`config.mk`:
```
export PLATFORM = sky130hd
export DESIGN_NAME = fskd_edge_demod
export DESIGN_NICKNAME = d
export VERILOG_FILES = /design/src/rtl/fskd_pkg.sv /design/src/rtl/fskd_in_sync.sv /design/src/rtl/fskd_win_timer.sv /design/src/rtl/fskd_edge_tally.sv /design/src/rtl/fskd_edge_demod.sv
export SDC_FILE = /design/constraint.sdc
export NUM_CORES = 1
export LEC_CHECK = 0
export ABC_AREA = 1
export ABC_CLOCK_PERIOD_IN_PS = 2410
export BUFFER_PORTS_ARGS = -buffer_cell sky130_fd_sc_hd__clkbuf_2
export CAP_MARGIN = 20
export CORE_MARGIN = 2
export CORE_UTILIZATION = 64
export CTS_BUF_LIST = sky130_fd_sc_hd__clkbuf_8
export CTS_CLUSTER_SIZE = 40
export DETAILED_ROUTE_END_ITERATION = 8
export PLACE_DENSITY = 0.83
export REMOVE_ABC_BUFFERS = 1
export SYNTH_ARGS = -nofsm -noshare
export SYNTH_HDL_FRONTEND = slang
export SYNTH_SLANG_ARGS = --single-unit
```
`constraint.sdc`:
```
create_clock -name clk -period 2.41 [get_ports clk]
set_input_delay 0.1205 -clock clk [delete_from_list [all_inputs] [get_ports clk]]
set_output_delay 0.1205 -clock clk [all_outputs]
set_load 0.05 [all_outputs]
```
`src/rtl/fskd_pkg.sv`:
```
package fskd_pkg;

    typedef enum logic {
        ST_COUNT = 1'b0,
        ST_EMIT  = 1'b1
    } demod_state_e;

    // High tone (count above threshold) maps to 0, low tone to 1.
    function automatic logic slice_bit(input logic above_thr);
        return ~above_thr;
    endfunction

endpackage

```
`src/rtl/fskd_in_sync.sv`:
```
module fskd_in_sync #(
    parameter int STAGES = 2
) (
    input  logic clk,
    input  logic rst_n,
    input  logic din,
    output logic rise
);
    // pipe[STAGES-1] is the synchronized level, pipe[STAGES] its delayed copy.
    logic [STAGES:0] pipe;

    always_ff @(posedge clk) begin
        if (!rst_n) begin
            pipe <= '0;
        end else begin
            pipe <= {pipe[STAGES-1:0], din};
        end
    end

    assign rise = pipe[STAGES-1] & ~pipe[STAGES];
endmodule

```
`src/rtl/fskd_win_timer.sv`:
```
module fskd_win_timer #(
    parameter int WIN_CLKS = 250000
) (
    input  logic clk,
    input  logic rst_n,
    input  logic restart,
    output logic last
);
    localparam int TW = (WIN_CLKS > 2) ? $clog2(WIN_CLKS) : 1;
    localparam logic [TW-1:0] TC_VAL = TW'(WIN_CLKS - 1);

    logic [TW-1:0] tick;

    assign last = (tick == TC_VAL);

    always_ff @(posedge clk) begin
        if (!rst_n) begin
            tick <= '0;
        end else if (restart || last) begin
            tick <= '0;
        end else begin
            tick <= tick + 1'b1;
        end
    end
endmodule

```
`src/rtl/fskd_edge_tally.sv`:
```
module fskd_edge_tally #(
    parameter int CNT_W = 8
) (
    input  logic             clk,
    input  logic             rst_n,
    input  logic             rise,
    input  logic             clear,
    output logic [CNT_W-1:0] count
);
    always_ff @(posedge clk) begin
        if (!rst_n) begin
            count <= '0;
        end else if (clear) begin
            // An edge seen in the clearing cycle opens the next window's total.
            count <= {{(CNT_W-1){1'b0}}, rise};
        end else if (rise && (count != {CNT_W{1'b1}})) begin
            count <= count + 1'b1;
        end
    end
endmodule

```
`src/rtl/fskd_edge_demod.sv`:
```
module fskd_edge_demod
    import fskd_pkg::*;
#(
    parameter int CLK_HZ      = 250_000_000,
    parameter int SYM_HZ      = 1000,
    parameter int THRESH      = 25,
    parameter int SYNC_STAGES = 2
) (
    input  logic clk,
    input  logic rst_n,
    input  logic din,
    input  logic win_align,
    output logic bit_out,
    output logic bit_valid
);
    localparam int WIN_CLKS = CLK_HZ / SYM_HZ;
    localparam int CNT_W    = $clog2(WIN_CLKS / 2 + 2);
    localparam logic [CNT_W:0] THR_V = (CNT_W + 1)'(THRESH);

    logic             rise;
    logic             win_last;
    logic             win_done;
    logic [CNT_W-1:0] edge_count;
    logic             bit_q;
    demod_state_e     state, state_nx;

    fskd_in_sync #(.STAGES(SYNC_STAGES)) u_sync (
        .clk   (clk),
        .rst_n (rst_n),
        .din   (din),
        .rise  (rise)
    );

    fskd_win_timer #(.WIN_CLKS(WIN_CLKS)) u_timer (
        .clk     (clk),
        .rst_n   (rst_n),
        .restart (win_align),
        .last    (win_last)
    );

    fskd_edge_tally #(.CNT_W(CNT_W)) u_tally (
        .clk   (clk),
        .rst_n (rst_n),
        .rise  (rise),
        .clear (win_last | win_align),
        .count (edge_count)
    );

    // A restart in the terminal cycle cancels that window's decision.
    assign win_done = win_last & ~win_align;

    always_ff @(posedge clk) begin
        if (!rst_n) begin
            state <= ST_COUNT;
        end else begin
            state <= state_nx;
        end
    end

    always_comb begin
        state_nx = state;
        unique case (state)
            ST_COUNT: begin
                if (win_done) state_nx = ST_EMIT;       // window_done
            end
            ST_EMIT: begin
                state_nx = ST_COUNT;                     // strobe_done
            end
        endcase
        if (win_align) state_nx = ST_COUNT;             // realign
    end

    always_ff @(posedge clk) begin
        if (!rst_n) begin
            bit_q <= 1'b0;
        end else if (win_done) begin
            bit_q <= slice_bit({1'b0, edge_count} > THR_V);
        end
    end

    always_comb begin
        bit_valid = (state == ST_EMIT);
        bit_out   = bit_q;
    end
endmodule

```
==> results.cfg <==
[power]
p_leak_nw = 0.808
p_per_area_nw_per_um2 = 524
vdd_drop_max_uv = 423

[drt]
firstDrtPassIters = 4
drt-met1-wl_microns = 1750
avgRoutedWirePerCell_microns = 11.3
detail_route.vias_per_cell = 5.08
wl_met3_microns = 162
vias = 1733
detail_route.iter0.violations = 112
dr_wl_met2_microns = 1890
highest_layer = met4
postRouteAntennaNets = 0
drt-total-wl_microns = 3850
drc = 0

[finish]
antenna_cells = 0
drive_gt1_frac = 0.138
final_design_area_no_fill_sq_um = 2220
n_fill_cell = 258
nets = 304
flow.area_growth_from_synthesis_pct = 8.02
fin_util = 0.728

[floorplanning]
die_height_microns = 60.7
ioPinCount = 6
site_rows = 20
initial_cell_density_of_the_core = 0.674
fp.coreArea_sq_um = 3050
die_area_sq_um = 3690
fp.dieW_microns = 60.7

[logic_synthesis]
ys_seq_area_frac = 0.389
synth_cells = 286
synth_warnings = 0
post_synth_instance_area_sq_um = 2060
ys_types = 31
synth_area_per_cell_sq_um = 7.20
postSynthRegisterBits = 40

[global_route]
grt_first_pass_wirelength_microns = 6640
globalRouteTotalUtil = 0.242
grt_antenna_before_repair = 0
globalRouteOverflowTotal = 0
grt_pass1_vias = 1621
grt_max_degree = 19

[hold_path]
hold_class = input pin to flop
timing.hold.worst_path_depth = 3

[setup_path]
cp_slowest_cell = sky130_fd_sc_hd__dfxtp_1
worst-path-max-fanout = 11
worst-path-stages = 12
r2r_cells = 12
timing.critical_path.arrival_ps = 2390
cp_num_buf_inv = 2
critical_path.max_stage_delay_ps = 360
worst-endpoint-required_ps = 2650
crit_type = flop to flop
crit_chain = ha_1 > nand3_1 > inv_1 > nand2_1 > nor4_1 > ha_1 > inv_1 > nand3_4 > nor2_4 > nand3_2 > or2_0 > a21oi_2
worstSetupEndpointType = flop
start_kind = flop
cpLargestDelayFamily = simple AND/OR/NAND/NOR gates

[placement]
place_hpwl_microns = 2900
numPortBuffers = 5
place_ws_ps = 194
placement.cell_area_sq_um = 2120
gp_routability_congestion = 0.939

[clock_network]
cts_htree_levels = 2
cts.root.buffer_cell = sky130_fd_sc_hd__clkbuf_8
cts.clk_slew.worst_paths_ps = 80
cts_hold_buf = 0
numCtsBuffers = 5
cts_tree = yes
cts.sinks = 40
clock_tree.buffer_depth = 2
clock_latency_ps = 300

[timing]
fin_crit_sh = 0.895
min_period_ps = 2160
worst-slew-pin-transition_ps = 397
post-route-worst-setup-slack_ps = 254
rsz0062_at_grt = no
hold_violations = 0
max_freq_mhz = 464
clock-skew-final_ps = 10.4
max_slew_margin = 0.735
setup_violations = 0
max_transition_viols_final = 0
finalSetupTns_ps = 0

[flow_run]
maxCapViolations = 0

[run_status]
outcome = finished clean
-- cells in the final DEF, fill, tap and decap left out, types with 2 or more instances in the layout --
master / n
sky130_fd_sc_hd__nor2_2: 6
sky130_fd_sc_hd__nand3_1: 16
sky130_fd_sc_hd__nor3_1: 4
sky130_fd_sc_hd__nand2_1: 60
sky130_fd_sc_hd__xnor2_1: 7
sky130_fd_sc_hd__clkinv_2: 2
sky130_fd_sc_hd__ha_1: 4
sky130_fd_sc_hd__nand4_1: 8
sky130_fd_sc_hd__a21oi_1: 14
sky130_fd_sc_hd__nor2_1: 48
sky130_fd_sc_hd__nor2_4: 4
sky130_fd_sc_hd__clkbuf_8: 6
sky130_fd_sc_hd__inv_1: 36
sky130_fd_sc_hd__xor2_1: 8
sky130_fd_sc_hd__buf_4: 3
sky130_fd_sc_hd__o21ai_1: 2
sky130_fd_sc_hd__nand3_2: 6
sky130_fd_sc_hd__or2_0: 2
sky130_fd_sc_hd__nand2_2: 3
sky130_fd_sc_hd__nor3_2: 2
sky130_fd_sc_hd__clkbuf_2: 5
sky130_fd_sc_hd__dfxtp_1: 40
-- sequential cells by signal (all words and copies together) (netlist names) --
| register | cells |
|---|---|
| u_sync.pipe | 3 |
| bit_valid | 1 |
| bit_out | 1 |
| u_tally.count | 17 |
| u_timer.tick | 18 |
-- logic make-up (layout without fill, tap and decap cells) --
logic type | after synthesis | after routing | synth area share
AOI/OAI and AO/OA | 20 | 20 | 0.0529
xor gates and xnor gates | 15 | 15 | 0.0638
adders and majority gates | 4 | 4 | 0.0243
buffers and inverters | 43 | 54 | 0.0875
DFF | 40 | 40 | 0.389
and+or+nand+nor | 164 | 164 | 0.382
-- synthesized netlist by cell type, drive strengths merged --
master,number,share of area
nand2,63,0.12
nor2,58,0.13
dfxtp,40,0.39
inv,37,0.067
nand3,23,0.073
a21oi,15,0.038
nand4,8,0.024
xor2,8,0.034
xnor2,7,0.030
nor3,6,0.019
buf,4,0.016
ha,4,0.024
o21ai,3,0.0073
or2,3,0.0091
clkbuf,1,0.0018
clkinv,1,0.0018
nand3b,1,0.0036
nor3b,1,0.0036
nor4,1,0.0030
o21bai,1,0.0036
o31ai,1,0.0036
-- timing repair --
action	CTS	global route
endpoints found under the setup margin	0	2
gates resized for setup	0	1
setup buffers	0	1
-- path summary, 6_finish.rpt --
check	from	end	slack [ps]
max	u_tally.count[0]$_SDFFE_PN0P_	u_tally.count[9]$_SDFFE_PP0P_	250
min	din	u_sync.pipe[0]$_SDFF_PN0_	30
max reg2reg	u_tally.count[0]$_SDFFE_PN0P_	u_tally.count[9]$_SDFFE_PP0P_	250
min reg2reg	bit_valid$_SDFF_PP0_	bit_valid$_SDFF_PP0_	420
-- metal layers --
| metal | vias to the layer above | global-route usage |
|---|---|---|
| met1 | 771 | 0.296 |
| met3 | 5 | 0.0661 |
| met4 | 0 | 0.0963 |
| met5 | - | 0 |
| met2 | 39 | 0.404 |
| li1 | 918 | - |
-- per-stage QoR --
| step | hold WS, ps | std cells | total power, mW |
|---|---|---|---|
| after detailed placement | 336 | 332 | 0.720 |
| after floorplan | 214 | 281 | 0.706 |
| final | 34.6 | 341 | 1.16 |
| after global routing | 39.8 | 341 | 1.20 |
| after global placement | 310 | 332 | 0.719 |
| after CTS | 34.8 | 340 | 1.17 |
-- tightest hold or removal path: stages --
cell,delay (ps)
sky130_fd_sc_hd__clkbuf_2,80
sky130_fd_sc_hd__nand2_1,50
sky130_fd_sc_hd__inv_1,50
-- cell type report --
class | instances | area (sq um) | area share
timing repair buffer | 8 | 47.5 | 0.0214
tap | 44 | 55.1 | 0.0248
inverter | 38 | 143 | 0.0642
multi-input combinational | 203 | 1080 | 0.488
clock inverter | 2 | 10.0 | 0.00450
clock buffer | 6 | 82.6 | 0.0371
sequential | 40 | 801 | 0.360
-- where the power goes --
part	switching, mW	internal (mW)
Sequential	0.00483	0.665
Combinational	0.0232	0.0120
Clock	0.231	0.228
Note: power is estimated with default switching activity, not from simulation.
